### src/rtl/fpm_pkg.sv
// Package: shared types for the fast-page-mode DRAM controller.
// Assumes: nothing beyond IEEE 1800-2017.
package fpm_pkg;

    // Sequencer states: access path first, refresh path last.
    typedef enum logic [3:0] {
        ST_IDLE,   // row may be open, waiting for work
        ST_PRE,    // row strobe high, precharge count
        ST_ACT,    // row strobe low, row-to-column count
        ST_CSET,   // column address setup before a page-hit strobe
        ST_CLO,    // column strobe low
        ST_CHI,    // column strobe high between beats
        ST_RCAS,   // refresh: column strobe low ahead of row strobe
        ST_RRAS,   // refresh: both strobes low
        ST_RPRE    // refresh: precharge after refresh
    } seq_state_e;

    // Larger of two integers, used to size counters.
    function automatic int fpm_max(input int a, input int b);
        return (a > b) ? a : b;
    endfunction

endpackage

### src/rtl/fpm_refresh_timer.sv
// Module: fpm_refresh_timer
// Free-running interval counter that raises a refresh request every
// REF_INTERVAL cycles and holds it until the sequencer grants it.
// Assumes: the sequencer grants well within one interval.
module fpm_refresh_timer #(
    parameter int REF_INTERVAL = 520
) (
    input  logic clk,
    input  logic rst_n,
    input  logic ref_grant,
    output logic ref_pend
);
    localparam int TW = $clog2(REF_INTERVAL + 1);
    localparam logic [TW-1:0] LAST = TW'(REF_INTERVAL - 1);

    logic [TW-1:0] tmr_q;
    logic          tick;
    logic          pend_q;

    assign tick     = (tmr_q == LAST);
    assign ref_pend = pend_q;

    // Count cycles and wrap at the end of each interval.
    always_ff @(posedge clk) begin
        if (!rst_n)    tmr_q <= '0;
        else if (tick) tmr_q <= '0;
        else           tmr_q <= tmr_q + 1'b1;
    end

    // Hold a pending refresh from the interval tick until granted.
    always_ff @(posedge clk) begin
        if (!rst_n)         pend_q <= 1'b0;
        else if (tick)      pend_q <= 1'b1;
        else if (ref_grant) pend_q <= 1'b0;
    end

    AST_REF_NOT_STARVED: assert property (@(posedge clk) disable iff (!rst_n)
        tick |-> !pend_q);
    AST_GRANT_NEEDS_PEND: assert property (@(posedge clk) disable iff (!rst_n)
        ref_grant |-> pend_q);

endmodule

### src/rtl/fpm_page_tracker.sv
// Module: fpm_page_tracker
// Remembers which row is open in the bank and flags a page hit when the
// incoming row matches it.
// Assumes: open and close are never requested in the same cycle.
module fpm_page_tracker #(
    parameter int ROW_W = 10
) (
    input  logic             clk,
    input  logic             rst_n,
    input  logic             open_req,
    input  logic             close_req,
    input  logic [ROW_W-1:0] open_row,
    input  logic [ROW_W-1:0] cmp_row,
    output logic             row_open,
    output logic             row_hit
);
    logic [ROW_W-1:0] row_q;
    logic             open_q;

    // Record the row on opening; forget it on closing.
    always_ff @(posedge clk) begin
        if (!rst_n) begin
            open_q <= 1'b0;
            row_q  <= '0;
        end else if (open_req) begin
            open_q <= 1'b1;
            row_q  <= open_row;
        end else if (close_req) begin
            open_q <= 1'b0;
        end
    end

    assign row_open = open_q;
    assign row_hit  = open_q && (row_q == cmp_row);

    AST_OPEN_CLOSE_EXCL: assert property (@(posedge clk) disable iff (!rst_n)
        !(open_req && close_req));

endmodule

### src/rtl/fpm_addr_mux.sv
// Module: fpm_addr_mux
// Selects the row or the column part onto the shared DRAM address pins,
// zero-extending the narrower part.
// Assumes: OUT_W is at least as wide as both parts.
module fpm_addr_mux #(
    parameter int ROW_W = 10,
    parameter int COL_W = 10,
    parameter int OUT_W = 10
) (
    input  logic             sel_row,
    input  logic [ROW_W-1:0] row,
    input  logic [COL_W-1:0] col,
    output logic [OUT_W-1:0] addr
);
    // Steer one address half onto the pins.
    always_comb begin
        if (sel_row) addr = OUT_W'(row);
        else         addr = OUT_W'(col);
    end

endmodule

### src/rtl/fpm_seq.sv
// Module: fpm_seq
// Strobe sequencer: accepts requests, opens/closes rows, issues column
// beats in page mode, returns read words and runs refresh sequences.
// Assumes: all timing counts are at least 1; BURST_LEN is a power of two >= 2.
module fpm_seq
    import fpm_pkg::*;
#(
    parameter int ROW_W     = 10,
    parameter int COL_W     = 10,
    parameter int DATA_W    = 16,
    parameter int BURST_LEN = 4,
    parameter int T_RCD     = 2,
    parameter int T_CAS     = 1,
    parameter int T_CP      = 1,
    parameter int T_RP      = 2,
    parameter int T_RFSH    = 3
) (
    input  logic                        clk,
    input  logic                        rst_n,
    input  logic                        req_valid,
    input  logic                        req_write,
    input  logic                        req_burst,
    input  logic [ROW_W-1:0]            req_row,
    input  logic [COL_W-1:0]            req_col,
    input  logic [BURST_LEN*DATA_W-1:0] req_wline,
    input  logic                        row_open,
    input  logic                        row_hit,
    input  logic                        ref_pend,
    input  logic [DATA_W-1:0]           dq_in,
    output logic                        req_ack,
    output logic                        req_done,
    output logic                        rd_valid,
    output logic [DATA_W-1:0]           rd_data,
    output logic                        ref_grant,
    output logic                        trk_open,
    output logic                        trk_close,
    output logic [ROW_W-1:0]            open_row,
    output logic                        sel_row,
    output logic [ROW_W-1:0]            cur_row,
    output logic [COL_W-1:0]            cur_col,
    output logic                        ras_n,
    output logic                        cas_n,
    output logic                        we_n,
    output logic                        oe_n,
    output logic [DATA_W-1:0]           dq_out,
    output logic                        dq_oe
);
    localparam int BEAT_W = $clog2(BURST_LEN);
    localparam int MAXT   = fpm_max(fpm_max(fpm_max(T_RCD, T_CAS),
                                            fpm_max(T_CP, T_RP)), T_RFSH);
    localparam int CNT_W  = $clog2(MAXT + 1);
    localparam logic [CNT_W-1:0] L_RCD  = CNT_W'(T_RCD - 1);
    localparam logic [CNT_W-1:0] L_CAS  = CNT_W'(T_CAS - 1);
    localparam logic [CNT_W-1:0] L_CP   = CNT_W'(T_CP - 1);
    localparam logic [CNT_W-1:0] L_RP   = CNT_W'(T_RP - 1);
    localparam logic [CNT_W-1:0] L_RFSH = CNT_W'(T_RFSH - 1);
    localparam logic [BEAT_W:0]  N_LINE = (BEAT_W+1)'(BURST_LEN);
    localparam int SAT_W  = CNT_W + 1;

    seq_state_e        state_q, state_d;
    logic [CNT_W-1:0]  cnt_q;
    logic [BEAT_W:0]   beat_q, beat_d;
    logic              wr_q, burst_q, to_ref_q, to_ref_d;
    logic [ROW_W-1:0]  row_q;
    logic [COL_W-1:0]  col_q;
    logic [DATA_W-1:0] line_q [BURST_LEN];
    logic              load;
    logic [BEAT_W:0]   n_beats;
    logic              rd_valid_q;
    logic [DATA_W-1:0] rd_data_q;
    logic              in_body;

    assign n_beats = burst_q ? N_LINE : (BEAT_W+1)'(1);

    // Next-state, acceptance and tracker commands.
    always_comb begin
        state_d   = state_q;
        beat_d    = beat_q;
        to_ref_d  = to_ref_q;
        load      = 1'b0;
        req_ack   = 1'b0;
        req_done  = 1'b0;
        ref_grant = 1'b0;
        trk_open  = 1'b0;
        trk_close = 1'b0;
        case (state_q)
            ST_IDLE: begin
                if (ref_pend) begin
                    ref_grant = 1'b1;
                    if (row_open) begin
                        trk_close = 1'b1;
                        to_ref_d  = 1'b1;
                        state_d   = ST_PRE;
                    end else begin
                        state_d = ST_RCAS;
                    end
                end else if (req_valid) begin
                    req_ack = 1'b1;
                    load    = 1'b1;
                    beat_d  = '0;
                    if (row_hit) begin
                        state_d = ST_CSET;
                    end else if (row_open) begin
                        trk_close = 1'b1;
                        to_ref_d  = 1'b0;
                        state_d   = ST_PRE;
                    end else begin
                        trk_open = 1'b1;
                        state_d  = ST_ACT;
                    end
                end
            end
            ST_PRE: begin
                if (cnt_q == L_RP) begin
                    if (to_ref_q) begin
                        state_d = ST_RCAS;
                    end else begin
                        trk_open = 1'b1;
                        state_d  = ST_ACT;
                    end
                end
            end
            ST_ACT:  if (cnt_q == L_RCD) state_d = ST_CLO;
            ST_CSET: state_d = ST_CLO;
            ST_CLO: begin
                if (cnt_q == L_CAS) begin
                    beat_d  = beat_q + 1'b1;
                    state_d = ST_CHI;
                end
            end
            ST_CHI: begin
                if (cnt_q == L_CP) begin
                    if (beat_q == n_beats) begin
                        req_done = 1'b1;
                        state_d  = ST_IDLE;
                    end else begin
                        state_d = ST_CLO;
                    end
                end
            end
            ST_RCAS: state_d = ST_RRAS;
            ST_RRAS: if (cnt_q == L_RFSH) state_d = ST_RPRE;
            ST_RPRE: if (cnt_q == L_RP) state_d = ST_IDLE;
            default: state_d = ST_IDLE;
        endcase
    end

    // State, phase counter and beat index registers.
    always_ff @(posedge clk) begin
        if (!rst_n) begin
            state_q  <= ST_IDLE;
            cnt_q    <= '0;
            beat_q   <= '0;
            to_ref_q <= 1'b0;
        end else begin
            state_q  <= state_d;
            cnt_q    <= (state_d != state_q) ? '0 : cnt_q + 1'b1;
            beat_q   <= beat_d;
            to_ref_q <= to_ref_d;
        end
    end

    // Latch the request fields on acceptance.
    always_ff @(posedge clk) begin
        if (!rst_n) begin
            wr_q    <= 1'b0;
            burst_q <= 1'b0;
            row_q   <= '0;
            col_q   <= '0;
        end else if (load) begin
            wr_q    <= req_write;
            burst_q <= req_burst;
            row_q   <= req_row;
            col_q   <= req_col;
        end
    end

    // Latch the write line word by word.
    for (genvar w = 0; w < BURST_LEN; w++) begin : g_line
        always_ff @(posedge clk) begin
            if (!rst_n)    line_q[w] <= '0;
            else if (load) line_q[w] <= req_wline[w*DATA_W +: DATA_W];
        end
    end

    // Capture the read word at the end of each read column pulse.
    always_ff @(posedge clk) begin
        if (!rst_n) begin
            rd_valid_q <= 1'b0;
            rd_data_q  <= '0;
        end else begin
            rd_valid_q <= (state_q == ST_CLO) && (cnt_q == L_CAS) && !wr_q;
            if ((state_q == ST_CLO) && (cnt_q == L_CAS) && !wr_q)
                rd_data_q <= dq_in;
        end
    end

    assign rd_valid = rd_valid_q;
    assign rd_data  = rd_data_q;

    // Row to record: the incoming row from idle, else the latched one.
    assign open_row = (state_q == ST_IDLE) ? req_row : row_q;
    assign cur_row  = row_q;
    assign cur_col  = {col_q[COL_W-1:BEAT_W], col_q[BEAT_W-1:0] + beat_q[BEAT_W-1:0]};
    assign sel_row  = (state_q == ST_ACT) && (cnt_q == '0);
    assign in_body  = (state_q == ST_ACT) || (state_q == ST_CSET) ||
                      (state_q == ST_CLO) || (state_q == ST_CHI);

    // Decode the DRAM strobes from the sequencer state.
    always_comb begin
        ras_n  = !(in_body || (state_q == ST_RRAS) ||
                   ((state_q == ST_IDLE) && row_open));
        cas_n  = !((state_q == ST_CLO) || (state_q == ST_RCAS) ||
                   (state_q == ST_RRAS));
        we_n   = !(wr_q && in_body);
        oe_n   = !(!wr_q && (state_q == ST_CLO));
        dq_oe  = wr_q && in_body;
        dq_out = line_q[beat_q[BEAT_W-1:0]];
    end

    // Checker-side counts of how long each strobe level has lasted.
    logic [SAT_W-1:0] ras_hi_cnt, ras_lo_cnt;
    always_ff @(posedge clk) begin
        if (!rst_n) begin
            ras_hi_cnt <= SAT_W'(T_RP);
            ras_lo_cnt <= '0;
        end else begin
            if (!ras_n)                       ras_hi_cnt <= '0;
            else if (ras_hi_cnt != '1)        ras_hi_cnt <= ras_hi_cnt + 1'b1;
            if (ras_n)                        ras_lo_cnt <= '0;
            else if (ras_lo_cnt != '1)        ras_lo_cnt <= ras_lo_cnt + 1'b1;
        end
    end

    AST_RESET_QUIET: assert property (@(posedge clk) disable iff (!rst_n)
        $past(!rst_n) |-> (ras_n && cas_n && we_n && oe_n && !dq_oe));
    AST_RAS_TO_CAS: assert property (@(posedge clk) disable iff (!rst_n)
        ($fell(cas_n) && !ras_n) |-> (ras_lo_cnt >= SAT_W'(T_RCD)));
    AST_PRECHARGE_MIN: assert property (@(posedge clk) disable iff (!rst_n)
        $fell(ras_n) |-> (ras_hi_cnt >= SAT_W'(T_RP)));
    AST_CBR_ORDER: assert property (@(posedge clk) disable iff (!rst_n)
        ($fell(ras_n) && !cas_n) |-> ($past(!cas_n) && we_n));
    AST_ACK_PULSE: assert property (@(posedge clk) disable iff (!rst_n)
        req_ack |=> !req_ack);
    AST_REF_BEFORE_REQ: assert property (@(posedge clk) disable iff (!rst_n)
        req_ack |-> !ref_pend);

endmodule

### src/rtl/fpm_dram_ctrl.sv
// Module: fpm_dram_ctrl (top)
// Fast-page-mode DRAM controller: request port on one side, multiplexed
// asynchronous DRAM pins on the other, with open-row reuse and periodic
// column-before-row refresh.
// Assumes: one bank; timing counts are in controller clock cycles.
module fpm_dram_ctrl #(
    parameter int ROW_W        = 10,
    parameter int COL_W        = 10,
    parameter int DATA_W       = 16,
    parameter int BURST_LEN    = 4,
    parameter int T_RCD        = 2,
    parameter int T_CAS        = 1,
    parameter int T_CP         = 1,
    parameter int T_RP         = 2,
    parameter int T_RFSH       = 3,
    parameter int REF_INTERVAL = 520,
    localparam int AW          = ROW_W + COL_W,
    localparam int MUX_W       = (ROW_W > COL_W) ? ROW_W : COL_W
) (
    input  logic                        clk,
    input  logic                        rst_n,
    input  logic                        req_valid,
    input  logic                        req_write,
    input  logic                        req_burst,
    input  logic [AW-1:0]               req_addr,
    input  logic [BURST_LEN*DATA_W-1:0] req_wline,
    output logic                        req_ack,
    output logic                        req_done,
    output logic                        rd_valid,
    output logic [DATA_W-1:0]           rd_data,
    output logic [MUX_W-1:0]            dram_addr,
    output logic                        dram_ras_n,
    output logic                        dram_cas_n,
    output logic                        dram_we_n,
    output logic                        dram_oe_n,
    output logic [DATA_W-1:0]           dram_dq_out,
    output logic                        dram_dq_oe,
    input  logic [DATA_W-1:0]           dram_dq_in
);
    logic             ref_pend, ref_grant;
    logic             trk_open, trk_close, row_open, row_hit;
    logic [ROW_W-1:0] open_row, cur_row, req_row;
    logic [COL_W-1:0] cur_col, req_col;
    logic             sel_row;

    assign req_row = req_addr[AW-1:COL_W];
    assign req_col = req_addr[COL_W-1:0];

    fpm_refresh_timer #(.REF_INTERVAL(REF_INTERVAL)) i_timer (
        .clk(clk), .rst_n(rst_n), .ref_grant(ref_grant), .ref_pend(ref_pend)
    );

    fpm_page_tracker #(.ROW_W(ROW_W)) i_tracker (
        .clk(clk), .rst_n(rst_n), .open_req(trk_open), .close_req(trk_close),
        .open_row(open_row), .cmp_row(req_row),
        .row_open(row_open), .row_hit(row_hit)
    );

    fpm_seq #(
        .ROW_W(ROW_W), .COL_W(COL_W), .DATA_W(DATA_W), .BURST_LEN(BURST_LEN),
        .T_RCD(T_RCD), .T_CAS(T_CAS), .T_CP(T_CP), .T_RP(T_RP), .T_RFSH(T_RFSH)
    ) i_seq (
        .clk(clk), .rst_n(rst_n),
        .req_valid(req_valid), .req_write(req_write), .req_burst(req_burst),
        .req_row(req_row), .req_col(req_col), .req_wline(req_wline),
        .row_open(row_open), .row_hit(row_hit), .ref_pend(ref_pend),
        .dq_in(dram_dq_in),
        .req_ack(req_ack), .req_done(req_done),
        .rd_valid(rd_valid), .rd_data(rd_data),
        .ref_grant(ref_grant), .trk_open(trk_open), .trk_close(trk_close),
        .open_row(open_row), .sel_row(sel_row),
        .cur_row(cur_row), .cur_col(cur_col),
        .ras_n(dram_ras_n), .cas_n(dram_cas_n), .we_n(dram_we_n),
        .oe_n(dram_oe_n), .dq_out(dram_dq_out), .dq_oe(dram_dq_oe)
    );

    fpm_addr_mux #(.ROW_W(ROW_W), .COL_W(COL_W), .OUT_W(MUX_W)) i_mux (
        .sel_row(sel_row), .row(cur_row), .col(cur_col), .addr(dram_addr)
    );

endmodule

### config.mk
export PLATFORM = sky130hd
export DESIGN_NAME = fpm_dram_ctrl
export DESIGN_NICKNAME = d
export VERILOG_FILES = /design/src/rtl/fpm_pkg.sv /design/src/rtl/fpm_refresh_timer.sv /design/src/rtl/fpm_page_tracker.sv /design/src/rtl/fpm_addr_mux.sv /design/src/rtl/fpm_seq.sv /design/src/rtl/fpm_dram_ctrl.sv
export SDC_FILE = /design/constraint.sdc
export NUM_CORES = 1
export LEC_CHECK = 0
export ABC_AREA = 0
export ABC_CLOCK_PERIOD_IN_PS = 4300
export BUFFER_PORTS_ARGS = -buffer_cell sky130_fd_sc_hd__buf_2
export CAP_MARGIN = 20
export CORE_AREA = 2 2 112 114
export DETAILED_ROUTE_END_ITERATION = 8
export DIE_AREA = 0 0 114 116
export GPL_TIMING_DRIVEN = 1
export PLACE_DENSITY = 0.84
export SLEW_MARGIN = 40
export SYNTH_ARGS = -nofsm -noshare
export SYNTH_HDL_FRONTEND = slang
export SYNTH_SLANG_ARGS = --single-unit
### constraint.sdc
create_clock -name clk -period 4.3 [get_ports clk]
set_clock_uncertainty 0.2 [all_clocks]
set_input_delay 0.215 -clock clk [delete_from_list [all_inputs] [get_ports clk]]
set_output_delay 0.215 -clock clk [all_outputs]
set_load 0.02 [all_outputs]
==> summary.md <==
| Metric | Value |
|---|---|
| Fin worst setup slack | `888 ps` |
| Least-Margin Pin Slew | `739 ps` |
| Final min period | `3410 ps` |
| Syn Area/Cell | `11.1 um2` |
| Crit-path max FO | `67` |
| Port bufs | `154` |
| CP Data Required Time | `3880 ps` |
| Area fraction of the dominant cell type after synthesis | `0.305` |
| Die area | `13200 um2` |
| Routed WL per cell | `18.4 um` |
| Synth cell types | `55` |
| Post-DP HPWL | `9820 um` |
| # DRC | `0` |
| Slowest stage delay, CP | `640 ps` |
| Placed cell area | `7120 um2` |
| Pwr dens | `576 nW/um2` |
| Worst-path clk slew | `60 ps` |
| Status | `finished, final reports clean` |
| YS warnings | `0` |
| TritonCTS clock tree | `done` |
| Slew Limit Headroom | `0.507` |
| Main combinational cell family by area after synthesis | `simple AND/OR/NAND/NOR gates` |
| Slew Viols, Final | `0` |
| Post-synthesis mux area share | `0.0927` |
| Ys flop type | `dfxtp_1` |
| Initial DRC Count | `546` |
| Arrival @ worst endpoint | `3000 ps` |
| Syn Nets | `677` |
| MaxCap Viol Count | `0` |
| Final ANT Viol Nets | `0` |
| Setup Fix Bufs, Post-CTS | `0` |
| Async SR Flop Fraction | `0` |
| CTS H-tree lvls | `4` |
| Final setup fails | `0` |
| Synth Instances | `566` |
| Total GRT Usage | `0.276` |
| Worst Setup End Kind | `output port` |
| Root Buffer | `clkbuf_16` |
| F_max | `0.293 GHz` |
| Final #Nets | `916` |
| Register area share after synthesis | `0.537` |
| EDFF count, synth | `64` |
| Leakage | `3.95 nW` |
| Fin crit share | `0.793` |
| Synthesized area | `6300 um2` |
| Via count | `5413` |
| Cts bufs inserted | `17` |
| Overflow left after global routing | `0` |
| Placer Congestion | `0.856` |
| First-pass GRT wire length | `28000 um` |
| Floorplan row count | `40` |
| Post_cts resized | `0` |
| Slowest stage cell, crit path | `inv_4` |
| Synth Area in Simple Gates | `0.194` |
| Setup TNS | `0 ps` |
| Tot Pwr | `0.00503 W` |
| Share of layout cells above drive strength 1 | `0.275` |
| Total iterations of the first detailed-routing run | `5` |
| Die width | `114 um` |
| I/O pin cnt | `155` |
| Critical Path, Cell by Cell | `nor4_4, buf_4, nand3b_2, inv_4, buf_2` |
| Place WS | `1120 ps` |
| Area contributors post-synth | `edfxtp_1 (30%), dfxtp_1 (23%), and3_1 (6.6%)` |
| RSZ-0062 raised after global routing | `false` |
| Kind of cell adding the most delay to the critical path | `buffers and inverters` |
| CTS sink count | `137` |
| Hold Crit Class | `in2reg` |
| Core ar. | `11900 um2` |
| Register bit count reported by yosys | `137` |
| Crit start category | `flop` |
| Vias in the first global route | `5657` |
| Total Wirelength | `17800 um` |
| Post-Synth XOR/XNOR Area | `0.0333` |
| Most common cell in the netlist | `nand2_1` |
| Post-Synth Adder-Cell Area | `0.0119` |
| Clk buf depth | `2` |
| Initial core utilization | `0.529` |
| Area leader, netlist | `edfxtp_1` |
| Peak supply drop | `0.319 mV` |
| Vias/cell | `5.61` |
| Largest net degree at the start of global routing | `76` |
| Synth cell count leaders | `nand2_1 (95), dfxtp_1 (73), and3_1 (66)` |
| Die Span Y | `116 um` |
| Area Overhead vs Synth | `38.6%` |
| ANT cells | `0` |
| Complex-gate fraction of the synthesized area | `0.0943` |
| Worst path bufs/invs | `3` |
| Clock insertion delay at the later pin of the skew report | `410 ps` |
| Critical path class | `reg2out` |
| Final Instance Area | `8730 um2` |
| Fin. Hold Viols | `0` |
| Initial antenna violation count | `0` |
-- layer usage --
layer / share of wire / global-route usage / vias to the layer above / wire length, um
li1: - / - / 2517 / -
met3: 0.070 / 0.0596 / 40 / 1250
met1: 0.37 / 0.305 / 2587 / 6610
met2: 0.53 / 0.513 / 269 / 9400
met4: 0.028 / 0.118 / 0 / 503
met5: 0 / 0 / - / 0
-- layout make-up --
| cell class | count | area (um2) |
|---|---|---|
| Multi-Input combinational cell | 378 | 2700 |
| Clock buffer | 17 | 425 |
| Inverter | 9 | 36.3 |
| Timing Repair Buffer | 262 | 1840 |
| Tap cell | 147 | 184 |
| Fill cell | 769 | 3180 |
| Clock inverter | 15 | 158 |
| Sequential cell | 137 | 3380 |
-- layout by cell type (no fill, tap or decap), drive strengths merged, types with 6 or more instances in the layout --
master | Yosys | layout
ha | 6 | 6
inv | 9 | 10
o211a | 10 | 10
clkinv | 0 | 9
nor2 | 21 | 21
mux2i | 10 | 10
edfxtp | 64 | 64
nand2 | 95 | 95
mux4 | 16 | 16
and3 | 66 | 66
buf | 13 | 160
o21ai | 6 | 6
nor2b | 6 | 6
mux2 | 11 | 11
nand3 | 11 | 11
dlygate4sd3 | 0 | 102
xor2 | 17 | 17
clkbuf | 29 | 17
dfxtp | 73 | 73
a21boi | 42 | 42
xnor2 | 7 | 7
nand2b | 6 | 6
-- registers in the layout, indices dropped and copies added (netlist names), 2 cells and up, named ones only --
register,count
i_timer.tmr_q,10
i_seq.col_q,10
i_seq.rd_data,16
i_seq.beat_q,3
i_seq.line_q,64
i_tracker.row_q,10
i_seq.cnt_q,2
i_seq.cur_row,10
i_seq.state_q,4
-- through the flow --
step / hold WS, ps / cells / util
floorplan: 150 / 566 / -
global placement: 230 / 830 / 0.597
detailed placement: 255 / 831 / 0.598
CTS: 24.0 / 965 / 0.733
global route: 62.9 / 965 / 0.733
finish: 53.4 / 965 / 0.733
-- where the power goes --
part           switching [W]  leakage [nW]  internal (W)
clock               0.000553         0.283      0.000901
sequential          0.000213          1.29       0.00174
combinational       0.000933          2.38      0.000685
total                0.00170          3.95       0.00333
-- worst paths after layout --
check	slack (ps)	cells after the start	end	start
worst max register to register	1070	7	flop	i_seq.state_q[1]$_SDFF_PN0_
worst min-delay path	50	3	i_tracker.row_open$_SDFFE_PN0P_	req_valid
worst max-delay path	890	5	req_ack	i_seq.state_q[1]$_SDFF_PN0_
worst min register to register	260	2	i_seq.col_q[8]$_SDFFE_PN0P_	i_seq.col_q[8]$_SDFFE_PN0P_
-- tightest hold or removal path: cells and delay by family --
family / cells / cell delay, ps
AOI/OAI and AO/OA: 1 / 150
buffers and inverters: 1 / 140
and+or+nand+nor: 1 / 110
-- timing repair --
item | in CTS | in global routing
setup endpoints to repair | 0 | 0
endpoints found under the hold margin | 103 | 0
hold buffers | 102 | 0
-- logic make-up after synthesis --
| group | count (synthesis) |
|---|---|
| xor gates and xnor gates | 24 |
| DFF | 137 |
| buffers and inverters | 51 |
| adders and majority gates | 6 |
| AOI/OAI and AO/OA | 76 |
| and+or+nand+nor | 235 |
| muxes | 37 |
(Power assumes the default switching activity.)
